--- src/rtl/pdarb_pkg.sv ---
package pdarb_pkg;
  localparam int NUM_REQ = 5;
  localparam int ARB_W   = 10;
  localparam int IDX_W   = 3;
  localparam logic [ARB_W-1:0] PREF_MASK = 10'h2AA;
  localparam logic [ARB_W-1:0] DENY_MASK = 10'h055;
  localparam logic [ARB_W-1:0] ARB_RESET = 10'h055;

  // Strobes from control to datapath
  typedef struct packed {
    logic issue;
    logic drop;
    logic prefTurn;
  } arb_strobe_t;

  typedef enum logic {ST_IDLE = 1'b0, ST_OWNED = 1'b1} arb_state_e;

  // Control-word bit of each requester's preference flag
  function automatic int prefBit(input int idx);
    case (idx)
      0: prefBit = 9;
      1: prefBit = 7;
      2: prefBit = 5;
      3: prefBit = 3;
      default: prefBit = 1;
    endcase
  endfunction

  // Control-word bit of each requester's deny flag (processor has none)
  function automatic int denyBit(input int idx);
    case (idx)
      1: denyBit = 6;
      2: denyBit = 4;
      3: denyBit = 2;
      default: denyBit = 0;
    endcase
  endfunction
endpackage

--- src/rtl/pdarb_dp.sv ---
module pdarb_dp
  import pdarb_pkg::*;
#(
  parameter int TOUT_W = 13,
  parameter logic [TOUT_W-1:0] TOUT_RESET = 13'd64,
  localparam int CTRL_W = ARB_W + TOUT_W
) (
  input  logic              clk,
  input  logic              rstN,
  input  logic              ctrlWr,
  input  logic [CTRL_W-1:0] ctrlData,
  input  logic [NUM_REQ-1:0] req,
  input  arb_strobe_t       strobe,
  output logic [NUM_REQ-1:0] gnt,
  output logic [TOUT_W-1:0] limit,
  output logic              anyElig,
  output logic              tookPref,
  output logic              anyPref,
  output logic              anyDeny,
  output logic [ARB_W-1:0]  ctrlQ
);
  logic [ARB_W-1:0]   arbQ;
  logic [TOUT_W-1:0]  limQ;
  logic [NUM_REQ-1:0] gntQ;
  logic [IDX_W-1:0]   lastRr;

  logic [NUM_REQ-1:0] prefVec, denyVec, elig, prefSel, others, rrVec;
  logic [IDX_W-1:0]   rrIdx;
  logic               rrFound, prefElig, usePref;

  // Decode the control word per requester
  for (genvar i = 0; i < NUM_REQ; i++) begin : g_decode
    assign prefVec[i] = arbQ[prefBit(i)];
    if (i == 0) begin : g_cpu
      assign denyVec[i] = 1'b0;
    end else begin : g_dev
      assign denyVec[i] = arbQ[denyBit(i)];
    end
  end

  assign elig = req & ~denyVec;

  // Lowest control-bit position wins: higher index overrides
  always_comb begin
    prefSel = '0;
    for (int i = 0; i < NUM_REQ; i++) begin
      if (prefVec[i]) prefSel = NUM_REQ'(1) << i;
    end
  end

  assign prefElig = |(prefSel & elig);
  assign others   = elig & ~prefSel;
  assign usePref  = prefElig && (strobe.prefTurn || (others == '0));

  // Rotating search starting after the last rotation winner
  always_comb begin
    rrIdx   = '0;
    rrFound = 1'b0;
    for (int k = 1; k <= NUM_REQ; k++) begin
      int idx;
      idx = (int'(lastRr) + k) % NUM_REQ;
      if (!rrFound && others[idx]) begin
        rrIdx   = IDX_W'(idx);
        rrFound = 1'b1;
      end
    end
  end
  assign rrVec = rrFound ? (NUM_REQ'(1) << rrIdx) : '0;

  always_ff @(posedge clk) begin
    if (!rstN) begin
      arbQ   <= ARB_RESET;
      limQ   <= TOUT_RESET;
      gntQ   <= '0;
      lastRr <= IDX_W'(NUM_REQ - 1);
    end else begin
      if (ctrlWr) begin
        arbQ <= ctrlData[ARB_W-1:0];
        limQ <= ctrlData[CTRL_W-1:ARB_W];
      end
      if (strobe.issue) begin
        if (usePref) begin
          gntQ <= prefSel;
        end else begin
          gntQ   <= rrVec;
          lastRr <= rrIdx;
        end
      end else if (strobe.drop) begin
        gntQ <= '0;
      end
    end
  end

  assign gnt      = gntQ;
  assign limit    = limQ;
  assign anyElig  = |elig;
  assign tookPref = usePref;
  assign anyPref  = |(arbQ & PREF_MASK);
  assign anyDeny  = |(arbQ & DENY_MASK);
  assign ctrlQ    = arbQ;
endmodule

--- src/rtl/pdarb_ctrl.sv ---
module pdarb_ctrl
  import pdarb_pkg::*;
#(
  parameter int TOUT_W = 13
) (
  input  logic              clk,
  input  logic              rstN,
  input  logic              anyElig,
  input  logic              tookPref,
  input  logic              busDone,
  input  logic [TOUT_W-1:0] limit,
  output arb_strobe_t       strobe,
  output logic              busErr
);
  arb_state_e        state;
  logic [TOUT_W-1:0] cnt;
  logic              prefTurnQ, errQ;
  logic              issue, timeoutHit, drop;

  assign issue      = (state == ST_IDLE) && anyElig;
  assign timeoutHit = (state == ST_OWNED) && !busDone && (cnt <= TOUT_W'(1));
  assign drop       = (state == ST_OWNED) && (busDone || timeoutHit);

  always_ff @(posedge clk) begin
    if (!rstN) begin
      state     <= ST_IDLE;
      cnt       <= '0;
      prefTurnQ <= 1'b1;
      errQ      <= 1'b0;
    end else begin
      errQ <= timeoutHit;
      if (issue) begin
        state     <= ST_OWNED;
        cnt       <= limit;
        prefTurnQ <= !tookPref;
      end else if (drop) begin
        state <= ST_IDLE;
      end else if (state == ST_OWNED) begin
        cnt <= cnt - TOUT_W'(1);
      end
    end
  end

  assign strobe.issue    = issue;
  assign strobe.drop     = drop;
  assign strobe.prefTurn = prefTurnQ;
  assign busErr          = errQ;
endmodule

--- src/rtl/pref_deny_arbiter.sv ---
module pref_deny_arbiter
  import pdarb_pkg::*;
#(
  parameter int TOUT_W = 13,
  parameter logic [TOUT_W-1:0] TOUT_RESET = 13'd64,
  localparam int CTRL_W = ARB_W + TOUT_W
) (
  input  logic               clk,
  input  logic               rstN,
  input  logic               ctrlWr,
  input  logic [CTRL_W-1:0]  ctrlData,
  input  logic [NUM_REQ-1:0] req,
  input  logic               busDone,
  output logic [NUM_REQ-1:0] gnt,
  output logic               busErr,
  output logic               anyPref,
  output logic               anyDeny
);
  arb_strobe_t       strobe;
  logic [TOUT_W-1:0] limit;
  logic              anyElig, tookPref;
  logic [ARB_W-1:0]  ctrlQ;

  pdarb_dp #(.TOUT_W(TOUT_W), .TOUT_RESET(TOUT_RESET)) u_dp (
    .clk(clk), .rstN(rstN), .ctrlWr(ctrlWr), .ctrlData(ctrlData),
    .req(req), .strobe(strobe), .gnt(gnt), .limit(limit),
    .anyElig(anyElig), .tookPref(tookPref), .anyPref(anyPref),
    .anyDeny(anyDeny), .ctrlQ(ctrlQ)
  );

  pdarb_ctrl #(.TOUT_W(TOUT_W)) u_ctrl (
    .clk(clk), .rstN(rstN), .anyElig(anyElig), .tookPref(tookPref),
    .busDone(busDone), .limit(limit), .strobe(strobe), .busErr(busErr)
  );
endmodule

--- config.mk ---
export PLATFORM = sky130hd
export DESIGN_NAME = pref_deny_arbiter
export DESIGN_NICKNAME = d
export VERILOG_FILES = /design/src/rtl/pdarb_pkg.sv /design/src/rtl/pdarb_dp.sv /design/src/rtl/pdarb_ctrl.sv /design/src/rtl/pref_deny_arbiter.sv
export SDC_FILE = /design/constraint.sdc
export NUM_CORES = 1
export LEC_CHECK = 0
export BUFFER_PORTS_ARGS = -buffer_cell sky130_fd_sc_hd__buf_2
export CAP_MARGIN = 20
export CELL_PAD_IN_SITES_DETAIL_PLACEMENT = 1
export CELL_PAD_IN_SITES_GLOBAL_PLACEMENT = 1
export CORE_MARGIN = 1
export CORE_UTILIZATION = 45
export DETAILED_ROUTE_END_ITERATION = 8
export MAX_ROUTING_LAYER = met4
export PLACE_DENSITY_LB_ADDON = 0.1
export SYNTH_ARGS = -nofsm -noshare
export SYNTH_HDL_FRONTEND = slang
export SYNTH_SLANG_ARGS = --single-unit
--- constraint.sdc ---
create_clock -name clk -period 6.8 [get_ports clk]
set_clock_uncertainty 0.1 [all_clocks]
set_input_delay 0.34 -clock clk [delete_from_list [all_inputs] [get_ports clk]]
set_output_delay 0.34 -clock clk [all_outputs]
set_load 0.01 [all_outputs]
# ---- Word level (Yosys, flattened, before mapping)
# Cells that the tools add are included.
dict set report totals {
  register_bits 47
  output_inout_bits 8
}
dict set report op_classes {
  n_eq_ne 1
  n_lt_le_gt_ge 6
  n_div 5
  mux 39
  add_sub_neg 6
  n_bitwise 7
  n_shift 1
  n_reduce_logical 26
}
# op count
set op_table {}
lappend op_table {{32-bit by 5-bit less-than comparator with 1-bit output (second input constant)} 5}
lappend op_table {{32-bit by 4-bit remainder unit with 32-bit output (second input constant)} 5}
lappend op_table {{5-bit two-way mux} 8}
lappend op_table {{13-bit two-way mux} 3}
lappend op_table {{1-bit two-way mux} 18}
lappend op_table {{5-bit AND} 3}
lappend op_table {{1-bit binary-select mux with 3-bit select} 5}
lappend op_table {{3-bit two-way mux} 5}
lappend op_table {{5-bit OR reduction} 3}
lappend op_table {{13-bit by 1-bit less-or-equal comparator with 1-bit output (second input constant)} 1}
lappend op_table {{13-bit by 1-bit subtractor with 13-bit output (second input constant)} 1}
lappend op_table {{5-bit NOT} 2}
lappend op_table {{1-bit logical AND} 9}
lappend op_table {{3-bit by 2-bit adder with 4-bit output (second input constant)} 2}
lappend op_table {{3-bit by 3-bit adder with 4-bit output (second input constant)} 2}
lappend op_table {{1-bit logical NOT} 6}
lappend op_table {{5-bit logical NOT} 1}
lappend op_table {{1-bit by 3-bit left shift with 5-bit output (first input constant)} 1}
lappend op_table {{3-bit by 1-bit adder with 4-bit output (second input constant)} 1}
lappend op_table {{2-bit AND reduction} 2}
lappend op_table {{2-bit nonzero test} 2}
lappend op_table {{4-bit OR reduction} 1}
lappend op_table {{1-bit logical OR} 2}
lappend op_table {{2-bit by 1-bit inequality test with 1-bit output (second input constant)} 1}
lappend op_table {{1-bit NOT} 2}

# ---- Longest topological paths before layout
dict set report logic_depth {
  depth_word 27
  ltp_mapped 22
}

# ---- Cells and area by module
# A second synthesis with hierarchy kept.
dict set report hier_totals {
  cells_unflattened 513
  area_unflattened_um2 4202.8
}
# module area_each_um2 cells_per_inst instances
set modules_own_cells {}
lappend modules_own_cells {pdarb_dp 3270.6 401 1}
lappend modules_own_cells {pdarb_ctrl 932.1 112 1}

# ---- Worst setup path after synthesis
# OpenSTA, ideal clock, no wires.
dict set report synth_path {
  path_kind {register to register}
  start {reg u_dp.lastRr[0]}
  end {reg u_dp.gntQ[0], in the netlist u_dp.gnt[0]}
  path_slack_ns 1.576
  setup_ns 0.088
  t_required_ns 6.612
  arrival_time_ns 5.036
  path_buffers 2
  path_stages_with_launch 22
  path_cell_list {dfxtp_1 -> clkbuf_1 -> clkbuf_1 -> inv_1 -> ha_1 -> clkinv_1 -> ha_1 -> or3b_2 -> o22ai_1 -> or2_2 -> ha_1 -> nand2b_1 -> a221oi_1 -> o311ai_0 -> o22ai_1 -> nor3b_1 -> a21oi_1 -> and2_1 -> nand3b_1 -> o22ai_2 -> a211o_1 -> o32ai_2}
}
dict set report synth_between {
  elab_chain_cells 22
}
# element line_no
set synth_lines {}
lappend synth_lines {{start, declared} pdarb_dp.sv:25} ;# logic [IDX_W-1:0] lastRr;
lappend synth_lines {{start signal, assigned} pdarb_dp.sv:75} ;# lastRr <= IDX_W'(NUM_REQ - 1);
lappend synth_lines {{start signal, assigned} pdarb_dp.sv:86} ;# lastRr <= rrIdx;
lappend synth_lines {{3-bit by 1-bit adder with 4-bit output} pdarb_dp.sv:61} ;# idx = (int'(lastRr) + k) % NUM_REQ;
lappend synth_lines {{32-bit by 4-bit remainder unit with 32-bit output} pdarb_dp.sv:61}
lappend synth_lines {{1-bit binary-select mux with 3-bit select} pdarb_dp.sv:62} ;# if (!rrFound && others[idx]) begin
lappend synth_lines {{1-bit two-way mux (not written as such) (2 in a row)} pdarb_dp.sv:62}
lappend synth_lines {{1-bit two-way mux} pdarb_dp.sv:62}
lappend synth_lines {{1-bit logical NOT} pdarb_dp.sv:62}
lappend synth_lines {{1-bit logical AND} pdarb_dp.sv:62}
lappend synth_lines {{1-bit two-way mux} pdarb_dp.sv:62}
lappend synth_lines {{(+5 left out)} --}
lappend synth_lines {{1-bit two-way mux} pdarb_dp.sv:62}
lappend synth_lines {{1-bit logical NOT} pdarb_dp.sv:62}
lappend synth_lines {{1-bit logical AND} pdarb_dp.sv:62}
lappend synth_lines {{3-bit two-way mux} pdarb_dp.sv:62}
lappend synth_lines {{1-bit by 3-bit left shift with 5-bit output} pdarb_dp.sv:68} ;# assign rrVec = rrFound ? (NUM_REQ'(1) << rrIdx) : '0;
lappend synth_lines {{5-bit two-way mux (*)} pdarb_dp.sv:68}
lappend synth_lines {{5-bit two-way mux (*)} pdarb_dp.sv:82} ;# if (usePref) begin
lappend synth_lines {{5-bit two-way mux (*)} pdarb_dp.sv:81} ;# if (strobe.issue) begin
lappend synth_lines {{end signal, assigned} pdarb_dp.sv:83} ;# gntQ <= prefSel;
lappend synth_lines {{end signal, assigned} pdarb_dp.sv:85} ;# gntQ <= rrVec;
lappend synth_lines {{end, declared} pdarb_dp.sv:24} ;# logic [NUM_REQ-1:0] gntQ;
# Every way passes the cells marked *; elsewhere a longest branch is shown, timed or not. The select of a mux whose other input is x is not followed.
# A chain may end at the register's enable or synchronous reset.

# ---- Worst setup path in the final report
dict set report layout_path {
  start {reg u_dp.lastRr[1]}
  end {reg u_dp.gntQ[0], in the netlist u_dp.gnt[0]}
}
# Same word-level chain as after synthesis.

==> reports/qor.csv <==
stage,metric,value,unit
global_routing,vias_in_the_first_global_route,3818,
worst_setup_path,cp_data_arrival_time,5.49,ns
synth,yosys_warnings,0,
final_layout,area_growth_synth_to_finish,8.491,%
pwr,power.net_switching,0.9866,mW
clock_network,cts.hold.buffers_added,0,
synth,synth.yosys.seq_area_share,0.2358,
global_routing,globalRouteTotalUtil,0.2626,
floorplanning,floorplan.die.height,95.16,µm
sta,final_period_minus_worst_setup_slack,5.382,ns
routing,final_antenna_net_count,0,
global_routing,grt_pass1_wl,18190,µm
worst_setup_path,crit_fanout,10,
floorplanning,fp.dieArea,9054,µm²
clock_network,clk-insertion-delay-late,0.29,ns
sta,setup_viols_final,0,
worst_setup_path,worst_path_largest_cell_delay,0.44,ns
routing,wl_per_cell,17.64,µm
clock_network,tritoncts.num_buffers,5,
sta,final.setup.worst_slack,1.418,ns
floorplanning,design.core.area,8299,µm²
routing,drt-initial-drc-count,86,
routing,drtPass1Iterations,5,
clock_network,cts_tree,done,
sta,rsz0062_at_grt,false,
floorplanning,boundaryPins,40,
min_path,worstHoldEndpoint,u_dp.ctrlQ[0],
synth,synth_edf_count,0,
pwr,static-leakage-power,1.741,nW
routing,post_drt_via_cell_ratio,5.981,
pwr,power_report.internal_total,0.9298,mW
placed_design,numPlacedInstances,611,
worst_setup_path,cp_top_family,compound AO/OA/AOI/OAI gates,
final_layout,drive_above_1_share,0.1598,
pwr,power.switching_fraction,0.5148,
routing,detailed_route_wl,10900,µm
worst_setup_path,critical-path-top-cell-by-count,ha_1,
final_layout,final_cells,618,
sta,max_slew_margin,0.3603,
worst_setup_path,crit_startpoint,u_dp.lastRr[1],
worst_setup_path,cp_num_cells,20,
synth,ys_types,79,
synth,synthesis.area_per_instance,8.035,µm²
worst_setup_path,startpoint_type,register,
placed_design,placement.setup.worst_slack,1.508,ns
routing,detail_route.drc_violations,0,
outcome,status,completed,
global_routing,total_overflow_reported_by_the_global_router,0,
final_layout,final_core_util,0.5105,
sta,fmaxAchievable,185.8,MHz
worst_setup_path,cell_breakdown_of_the_critical_path,inv_1 -> ha_1 -> xnor2_2 -> clkinv_4 -> ha_1 -> or3b_2 -> o22ai_1 -> or2_2 -> ha_1 -> nand2b_1 -> a221oi_1 -> o311ai_0 -> o22ai_1 -> nor3b_1 -> a21oi_1 -> and2_1 -> nand3b_1 -> o22ai_2 -> a211o_1 -> o32ai_2,
clock_network,cts_post_setup_buffers_inserted,0,
global_routing,grt_busiest_layer,met2,
clock_network,cts-root-buf,clkbuf_8,
worst_setup_path,path_buf_inv,2,
pwr,power_density_over_cell_area,452.3,nW/µm²
placed_design,gp_congestion,0.8503,
worst_setup_path,endpoint_kind,register,
clock_network,path_clk_slew,0.09,ns
worst_setup_path,reg2reg_depth,20,
global_routing,grtUsageMet3,0.01994,
synth,synth_seq_cells,46,
worst_setup_path,crit-reg2reg-launch,u_dp.lastRr[1],
final_layout,antenna-diode-count,0,
synth,postSynth.asyncResetShare,0,
global_routing,met1_usage,0.3034,
floorplanning,chipWidth,95.16,µm
floorplanning,placement_rows,33,
sta,timing.final.hold_violations,0,
global_routing,pin_count_of_the_biggest_net_entering_global_routing,39,
routing,route.vias.total,3696,
global_routing,antenna_violations_before_repair,0,
worst_setup_path,worst-r2r-setup-slack,1.42,ns
synth,postSynthNetCount,549,
final_layout,final_net_count,576,
sta,worst_pin_slew,0.9575,ns
pwr,power_frac_comb,0.739,
job,drv_cap,0,
synth,post_synth_instance_area,3905,µm²
sta,min_period_over_period,0.7915,
worst_setup_path,crit_type,reg2reg,
min_path,timing.hold.worst.class,in2reg,
pwr,totalPowerFinal,1.916,mW
sta,setup-tns-final,0,ns
clock_network,cts_repair_resize_count,0,
pwr,irDropWorstVdd,0.2010,mV
sta,slew_violations,0,
min_path,holdCritStartpoint,ctrlData[0],
global_routing,groute.layer.met2.usage,0.4655,
clock_network,max-clock-path-buffers,2,
placed_design,buffer_ports.inserted,38,
synth,synth-main-ff-cell,dfxtp_1,
placed_design,post-dp-hpwl,8517,µm
worst_setup_path,cp.required,6.91,ns
clock_network,cts_sinks,46,
min_path,worstHoldPathCells,3,
worst_setup_path,crit_slowest_cell,or3b_2,
pwr,clkPwrFrac,0.084,
pwr,seqPwrFrac,0.177,
floorplanning,starting_utilization_of_the_core_area,0.4705,
worst_setup_path,regToRegEndpoint,u_dp.gnt[0],
clock_network,cts-htree-levels,2,
synth,syn_inst,486,
-- logic make-up after synthesis --
family,Yosys count,synth area share
AO/OA/AOI/OAI,128,0.2378
multiplexers,34,0.09708
buffers and inverters,50,0.05383
adder cells (fa/ha/maj),31,0.1012
AND/OR/NAND/NOR,180,0.2342
XOR/XNOR,17,0.04005
flip-flops,46,0.2358
-- per-stage QoR --
step | cell area [µm²] | hold slack (ns)
5_1_grt | 4237 | 0.1736
6_report | 4237 | 0.1642
4_1_cts | 4237 | 0.1588
3_5_place_dp | 4156 | 0.3824
2_1_floorplan | 3905 | 0.3313
3_3_place_gp | 4156 | 0.3597
-- worst reg2reg max path, stage by stage (launching register included) --
cell and delay [ns]:
dfxtp_1 0.43, inv_1 0.23, ha_1 0.34, xnor2_2 0.30, clkinv_4 0.14, ha_1 0.25
or3b_2 0.44, o22ai_1 0.32, or2_2 0.23, ha_1 0.17, nand2b_1 0.06, a221oi_1 0.33
o311ai_0 0.16, o22ai_1 0.28, nor3b_1 0.36, a21oi_1 0.14, and2_1 0.22, nand3b_1 0.13
o22ai_2 0.13, a211o_1 0.35, o32ai_2 0.20
-- cell usage in the layout (no fill, tap or decap), types with 4 or more instances in the layout --
cell type  Yosys  routed
a211oi_1      12      12
or3_1          4       4
nand2_1       34      34
clkbuf_8       0       5
nor4_1         9       9
and2_1         5       5
o221ai_1       4       4
dfxtp_1       46      46
ha_1          30      30
nor3_1         6       6
buf_4          0       4
nand3_1       10      10
xnor2_1       14      14
nor2b_1        9       9
a32oi_1        4       4
a31oi_1        6       6
mux2i_1       30      30
a21oi_1       21      21
nor2_1        64      64
o211ai_1       8       8
or4_1          4       4
o21ai_0       23      23
buf_2          2      38
nand2b_1      10      10
nand3b_1       4       4
or2_2          5       5
inv_1         23      23
o22ai_1        5       5
-- worst max-delay path by stage --
stage / endpoint / slack (ns)
after floorplan: u_dp.gnt[0] / 1.58
after global placement: u_dp.gnt[0] / 1.62
after detailed placement: u_dp.gnt[0] / 1.51
after CTS: u_dp.gnt[0] / 1.45
after global routing: u_dp.gnt[4] / 0.96
final: u_dp.gnt[0] / 1.42
-- final cells by class --
class	count	area (µm²)
Sequential cell	46	920.9
Inverter	28	110.1
Timing Repair Buffer	42	220.2
Clock buffer	6	72.57
Tap cell	105	131.4
Fill cell	1038	4063
Clock inverter	1	7.507
Multi-Input combinational cell	390	2774
-- metal layers --
metal | vias up | wire, µm
met5 | - | 0
met4 | 0 | 327
met3 | 21 | 202
met2 | 59 | 5504
met1 | 1791 | 4867
li1 | 1825 | -
-- synthesized netlist by cell type, types with 4 or more instances --
master,n,area share
a211oi_1,12,0.023
a21oi_1,21,0.027
a31oi_1,6,0.0096
a32oi_1,4,0.0090
and2_1,5,0.0080
clkbuf_1,15,0.014
dfxtp_1,46,0.24
ha_1,30,0.096
inv_1,23,0.022
mux2i_1,30,0.077
nand2_1,34,0.033
nand2b_1,10,0.016
nand3_1,10,0.013
nand3b_1,4,0.0077
nor2_1,64,0.062
nor2b_1,9,0.014
nor3_1,6,0.0077
nor4_1,9,0.014
o211ai_1,8,0.015
o21ai_0,23,0.029
o221ai_1,4,0.0090
o22ai_1,5,0.0080
or2_2,5,0.0080
or3_1,4,0.0064
or4_1,4,0.0077
xnor2_1,14,0.031
-- registers in the layout, summed over array words and instances, names as in the netlist --
register	flops
u_ctrl.busErr	1
u_ctrl.cnt	13
u_ctrl.prefTurnQ	1
u_ctrl.state	1
u_dp.ctrlQ	9
u_dp.gnt	5
u_dp.lastRr	3
u_dp.limit	13
-- power by group through the flow --
stage	Combinational [mW]	Clock (mW)	Sequential, mW
floorplan	1.08	0	0.341
global placement	1.35	0	0.343
detailed placement	1.41	0	0.345
CTS	1.41	0.166	0.339
global route	1.56	0.179	0.345
finish	1.42	0.161	0.339
No activity file was read; power rests on OpenSTA's default activity.
